==> config.mk <==
export PLATFORM = sky130hd
export DESIGN_NAME = pcbr_unit
export DESIGN_NICKNAME = d
export VERILOG_FILES = /design/src/rtl/pcbr_pkg.sv /design/src/rtl/pcbr_arb.sv /design/src/rtl/pcbr_target.sv /design/src/rtl/pcbr_regs.sv /design/src/rtl/pcbr_unit.sv
export SDC_FILE = /design/constraint.sdc
export NUM_CORES = 1
export LEC_CHECK = 0
export BUFFER_PORTS_ARGS = -buffer_cell sky130_fd_sc_hd__buf_2
export CELL_PAD_IN_SITES_DETAIL_PLACEMENT = 1
export CELL_PAD_IN_SITES_GLOBAL_PLACEMENT = 1
export CORE_ASPECT_RATIO = 0.75
export CORE_MARGIN = 3
export CORE_UTILIZATION = 35
export DETAILED_ROUTE_END_ITERATION = 8
export GPL_ROUTABILITY_DRIVEN = 0
export GPL_TIMING_DRIVEN = 0
export HOLD_SLACK_MARGIN = 0.1
export PLACE_DENSITY_LB_ADDON = 0.1
export SYNTH_ARGS = -nofsm -noshare
export SYNTH_HDL_FRONTEND = slang
export SYNTH_HIERARCHICAL = 1
export SYNTH_SLANG_ARGS = --single-unit
==> constraint.sdc <==
create_clock -name clk -period 4 [get_ports clk]
set_input_delay 0.8 -clock clk [delete_from_list [all_inputs] [get_ports clk]]
set_output_delay 0.8 -clock clk [all_outputs]
set_load 0.02 [all_outputs]
==> src/rtl/pcbr_pkg.sv <==
package pcbr_pkg;
  typedef enum logic [2:0] {
    SRC_HOLD = 3'd0,
    SRC_SEQ  = 3'd1,
    SRC_REL  = 3'd2,
    SRC_IND  = 3'd3,
    SRC_ABS  = 3'd4
  } nxt_src_e;
endpackage

==> src/rtl/pcbr_arb.sv <==
module pcbr_arb
  import pcbr_pkg::*;
(
  input  logic     clk,
  input  logic     rst,
  input  logic     seq_en,
  input  logic     rel_en,
  input  logic     ind_en,
  input  logic     abs_en,
  output nxt_src_e src
);
  always_comb begin
    if (abs_en)      src = SRC_ABS;
    else if (ind_en) src = SRC_IND;
    else if (rel_en) src = SRC_REL;
    else if (seq_en) src = SRC_SEQ;
    else             src = SRC_HOLD;
  end

  AST_ABS_WINS: assert property (@(posedge clk) disable iff (rst)
    abs_en |-> src == SRC_ABS);
  AST_IND_OVER_REL: assert property (@(posedge clk) disable iff (rst)
    (ind_en && !abs_en) |-> src == SRC_IND);
endmodule

==> src/rtl/pcbr_target.sv <==
module pcbr_target
  import pcbr_pkg::*;
#(
  parameter int PC_W  = 16,
  parameter int LEN_W = 3,
  parameter int OFF_W = 8,
  parameter int IDX_W = 8
) (
  input  nxt_src_e          src,
  input  logic [PC_W-1:0]   pc_cur,
  input  logic [LEN_W-1:0]  seq_len,
  input  logic              rel_cond,
  input  logic [OFF_W-1:0]  rel_disp,
  input  logic [PC_W-1:0]   abs_target,
  input  logic [PC_W-1:0]   ind_base,
  input  logic [IDX_W-1:0]  ind_index,
  output logic [PC_W-1:0]   pc_next
);
  localparam int LEN_PAD = PC_W - LEN_W;
  localparam int OFF_PAD = PC_W - OFF_W;
  localparam int IDX_PAD = PC_W - IDX_W;

  logic [PC_W-1:0] len_ext, disp_ext, idx_ext, seq_pc, rel_pc, ind_pc;

  assign len_ext  = {{LEN_PAD{1'b0}}, seq_len};
  assign disp_ext = {{OFF_PAD{rel_disp[OFF_W-1]}}, rel_disp};
  assign idx_ext  = {{IDX_PAD{1'b0}}, ind_index};
  assign seq_pc   = pc_cur + len_ext;
  assign rel_pc   = rel_cond ? seq_pc + disp_ext : seq_pc;
  assign ind_pc   = ind_base + idx_ext;

  always_comb begin
    unique case (src)
      SRC_SEQ: pc_next = seq_pc;
      SRC_REL: pc_next = rel_pc;
      SRC_IND: pc_next = ind_pc;
      SRC_ABS: pc_next = abs_target;
      default: pc_next = pc_cur;
    endcase
  end
endmodule

==> src/rtl/pcbr_regs.sv <==
module pcbr_regs #(
  parameter int PC_W  = 16,
  parameter int BLK_W = 3
) (
  input  logic                  clk,
  input  logic                  rst,
  input  logic [PC_W-1:0]       pc_next,
  input  logic                  blk_load,
  input  logic [BLK_W-1:0]      blk_value,
  output logic [PC_W-1:0]       pc_q,
  output logic [BLK_W+PC_W-1:0] fetch_addr
);
  logic [BLK_W-1:0] blk_q;

  always_ff @(posedge clk) begin
    if (rst) begin
      pc_q  <= '0;
      blk_q <= '0;
    end else begin
      pc_q <= pc_next;
      if (blk_load) blk_q <= blk_value;
    end
  end

  assign fetch_addr = {blk_q, pc_q};

  AST_BLK_ONLY_BY_LOAD: assert property (@(posedge clk) disable iff (rst)
    !blk_load |=> $stable(blk_q));
  AST_BLK_LOADED: assert property (@(posedge clk) disable iff (rst)
    blk_load |=> blk_q == $past(blk_value));
endmodule

==> src/rtl/pcbr_unit.sv <==
module pcbr_unit
  import pcbr_pkg::*;
#(
  parameter int PC_W  = 16,
  parameter int BLK_W = 3,
  parameter int LEN_W = 3,
  parameter int OFF_W = 8,
  parameter int IDX_W = 8
) (
  input  logic                  clk,
  input  logic                  rst,
  input  logic                  seq_en,
  input  logic [LEN_W-1:0]      seq_len,
  input  logic                  rel_en,
  input  logic                  rel_cond,
  input  logic [OFF_W-1:0]      rel_disp,
  input  logic                  abs_en,
  input  logic [PC_W-1:0]       abs_target,
  input  logic                  ind_en,
  input  logic [PC_W-1:0]       ind_base,
  input  logic [IDX_W-1:0]      ind_index,
  input  logic                  blk_load,
  input  logic [BLK_W-1:0]      blk_value,
  output logic [BLK_W+PC_W-1:0] fetch_addr
);
  nxt_src_e        src;
  logic [PC_W-1:0] pc_q, pc_next;

  pcbr_arb u_arb (
    .clk(clk), .rst(rst), .seq_en(seq_en), .rel_en(rel_en),
    .ind_en(ind_en), .abs_en(abs_en), .src(src)
  );

  pcbr_target #(.PC_W(PC_W), .LEN_W(LEN_W), .OFF_W(OFF_W), .IDX_W(IDX_W)) u_tgt (
    .src(src), .pc_cur(pc_q), .seq_len(seq_len), .rel_cond(rel_cond),
    .rel_disp(rel_disp), .abs_target(abs_target), .ind_base(ind_base),
    .ind_index(ind_index), .pc_next(pc_next)
  );

  pcbr_regs #(.PC_W(PC_W), .BLK_W(BLK_W)) u_regs (
    .clk(clk), .rst(rst), .pc_next(pc_next), .blk_load(blk_load),
    .blk_value(blk_value), .pc_q(pc_q), .fetch_addr(fetch_addr)
  );

  AST_RESET_ZERO: assert property (@(posedge clk)
    rst |=> fetch_addr == '0);
  AST_ABS_TARGET: assert property (@(posedge clk) disable iff (rst)
    abs_en |=> fetch_addr[PC_W-1:0] == $past(abs_target));
  AST_IDLE_HOLD: assert property (@(posedge clk) disable iff (rst)
    (!seq_en && !rel_en && !abs_en && !ind_en) |=> $stable(fetch_addr[PC_W-1:0]));
endmodule

==> results.json <==
{
  "status": "finished clean",
  "setup_slack_ns": 0.1614,
  "grt_pass1_wl_mm": 18.79,
  "syn_nets": 528,
  "drive_gt1_frac": 0.2857,
  "worstMarginPinSlew_ns": 0.8747,
  "die_h_um": 87.76,
  "peakVddDrop_v": 0.0001354,
  "grt_remaining_overflow": 0,
  "synthAdderAreaFrac": 0.1276,
  "die_w_um": 115.0,
  "start_kind": "input port",
  "fin_crit_ns": 3.839,
  "syn_inst": 436,
  "dieArea_um2": 10090,
  "vias": 3549,
  "synth_cell_types": 60,
  "max-clock-path-buffers": 2,
  "io_pins": 81,
  "cp-end-kind": "flip-flop",
  "hold_class": "flip-flop to flip-flop",
  "synth_edf_count": 0,
  "synthMuxAreaShare": 0.01925,
  "clock_skew_ns": 0.007088,
  "core_area_um2": 8563,
  "hold_violations": 0,
  "rows": 29,
  "syn_avg_cell_area_um2": 7.154,
  "antenna_cells": 0,
  "cts_tree": "yes",
  "cts.clk_slew.worst_paths_ns": 0.06,
  "seq_area_frac_synth": 0.1219,
  "synth-seq-cells": 19,
  "root_buffer": "clkbuf_16",
  "routed_wl_mm": 12.01,
  "port_buffers": 80,
  "synth_compound_area_frac": 0.2872,
  "syn_to_final_growth_pct": 25.63,
  "clock-sinks": 19,
  "drcViolationCount": 0,
  "slew-limit-headroom": 0.4127,
  "synth_largest_area_cell": "dfxtp_1",
  "power.density_nw_per_um2": 283.7,
  "worstPathArrival_ns": 4.05,
  "grt_pass1_vias": 3539,
  "initial_core_util": 0.3643,
  "synth_top_area_share": 0.1219,
  "ys.flop_type": "dfxtp_1",
  "synth_area_um2": 3119,
  "synth_top_family_by_area": "compound AO/OA/AOI/OAI gates",
  "wl_per_cell_um": 18.97,
  "async_reset_ff_frac": 0,
  "cts_buffers": 3,
  "drv_slew": 0,
  "yosysWarningCount": 6,
  "max_freq_mhz": 260.5,
  "antenna_found_initial": 0,
  "synth_xor_area_frac": 0.09266,
  "grt_util_all_layers": 0.2355,
  "grt_max_degree": 12,
  "h-tree-depth": 1,
  "antenna_left": 0,
  "drt-initial-drc-count": 301,
  "period_share": 0.9597,
  "cp_max_fo": 4,
  "nets": 618,
  "synth-simple-area-share": 0.2635,
  "setup_viol": 0,
  "worstSkewPairLatency_ns": 0.26,
  "netlist_top_cells_area": "dfxtp_1 (12%), ha_1 (11%), xnor2_1 (7.6%)",
  "required_ns": 4.21,
  "fillers": 1123,
  "dr.pass1.iters": 4,
  "criticalPathCategory": "input port to flip-flop",
  "dp_slack_ns": -0.4812,
  "routed_via_density": 5.607,
  "leakagePower_nw": 1.755,
  "maxCapViolCount": 0,
  "cts_hold_buf": 0,
  "dpl.hpwl_mm": 9.722,
  "final.setup.tns_ns": 0
}
-- critical path, cell delays in order --
cell	delay, ns
buf_2	0.08
ha_1	0.18
inv_1	0.06
fa_2	0.38
nor2b_4	0.16
o21ai_0	0.12
xor2_1	0.28
inv_2	0.11
ha_4	0.31
o211ai_1	0.11
o21ai_2	0.24
o211ai_1	0.16
nand3_1	0.13
nand4b_1	0.18
a21o_1	0.27
a211oi_2	0.22
nand3b_1	0.13
and2b_1	0.11
-- worst paths after layout --
| kind | startpoint | to | slack [ns] | depth (start not counted) |
|---|---|---|---|---|
| worst min-delay path | u_regs/blk_q[1]$_SDFFE_PP0P_ | u_regs/blk_q[1]$_SDFFE_PP0P_ | 0.50 | 2 |
| worst max-delay path | seq_len[0] | u_regs/pc_q[15]$_SDFF_PP0_ | 0.16 | 18 |
| worst max register to register | u_regs/pc_q[0]$_SDFF_PP0_ | u_regs/pc_q[15]$_SDFF_PP0_ | 0.34 | 18 |
| worst min register to register | u_regs/blk_q[1]$_SDFFE_PP0P_ | u_regs/blk_q[1]$_SDFFE_PP0P_ | 0.50 | 2 |
-- registers in the layout (all words and copies together) (netlist names) --
register and count:
u_regs/blk_q 3, u_regs/pc_q 16
-- metrics by stage --
stage | hold slack [ns] | power (mW) | cells | instance area, µm² | utilization
finish | 0.4953 | 1.112 | 633 | 3919 | 0.4576
floorplan | 0.5825 | 0.6513 | 436 | 3119 | -
global placement | 0.4689 | 0.8231 | 624 | 3655 | 0.4268
global route | 0.5266 | 1.186 | 633 | 3919 | 0.4576
CTS | 0.5028 | 1.080 | 629 | 3795 | 0.4432
detailed placement | 0.4870 | 0.8435 | 624 | 3655 | 0.4268
-- final cells by class --
class | count | area [µm²] | share of cell area
multi-input combinational | 364 | 2613 | 0.6667
clock buffer | 4 | 78.83 | 0.02011
tap | 108 | 135.1 | 0.03448
timing repair buffer | 85 | 437.9 | 0.1117
sequential | 19 | 380.4 | 0.09706
inverter | 21 | 78.83 | 0.02011
buffer | 32 | 195.2 | 0.04981
-- cell families (layout without fill, tap and decap cells) --
logic type / count (synthesis) / in the layout
AO/OA/AOI/OAI: 135 / 135
flip-flops: 19 / 19
buffers and inverters: 53 / 142
XOR/XNOR: 33 / 33
adder cells (fa/ha/maj): 30 / 30
AND/OR/NAND/NOR: 160 / 160
multiplexers: 6 / 6
-- layout by cell type, fill, tap and decap left out, drive strengths merged, types with 2 or more instances in the layout --
master / instances
a22oi: 2
o22ai: 11
nor3: 9
nand3: 18
nor3b: 2
dfxtp: 19
nand2b: 10
nor2b: 14
nand2: 37
a221oi: 4
or4: 2
a21oi: 31
a31oi: 8
nand4: 5
o21a: 7
a21boi: 2
clkbuf: 12
a211oi: 6
or2: 5
mux2i: 6
o211ai: 7
o211a: 2
o21ai: 32
inv: 21
nor4: 2
fa: 3
a211o: 3
ha: 27
o21bai: 2
xnor2: 27
or3: 6
a21o: 8
nor2: 38
xor2: 6
and2b: 8
buf: 109
-- cell usage after synthesis, drive strengths merged, types with 2 or more instances --
master and instances:
nor2 38, dfxtp 19, fa 3, or3 6, o22ai 11, a211o 3
o21a 7, mux2i 6, or2 5, nor2b 14, buf 24, nand2 37
nor4 2, nor3b 2, o211a 2, a221oi 4, ha 27, nand2b 10
xor2 6, a22oi 2, o211ai 7, nand3 18, a21boi 2, xnor2 27
inv 21, clkbuf 8, a21o 8, a21oi 31, nor3 9, a31oi 8
and2b 8, or4 2, o21bai 2, a211oi 6, nand4 5, o21ai 32
-- where the power goes --
part / total [mW] / switching (mW) / internal [mW] / leakage [nW]
combinational: 0.672 / 0.386 / 0.286 / 1.56
sequential: 0.220 / 0.0105 / 0.209 / 0.157
clock: 0.220 / 0.0837 / 0.136 / 0.0382
total: 1.11 / 0.480 / 0.632 / 1.75
-- routing by layer --
metal  share of wire  track usage  vias up  wire, µm
met1            0.49       0.3443     1717      5825
met3           0.058      0.02555        2       692
met4          0.0021      0.01599        0        25
met5               0            0        -         0
li1                -            -     1735         -
met2            0.46       0.3902       95      5465
-- what timing repair did --
item,CTS,global route
setup buffers,1,4
pin swaps,2,9
resized for setup,10,18
setup endpoints to repair,5,7
No activity file was read; power rests on OpenSTA's default activity.
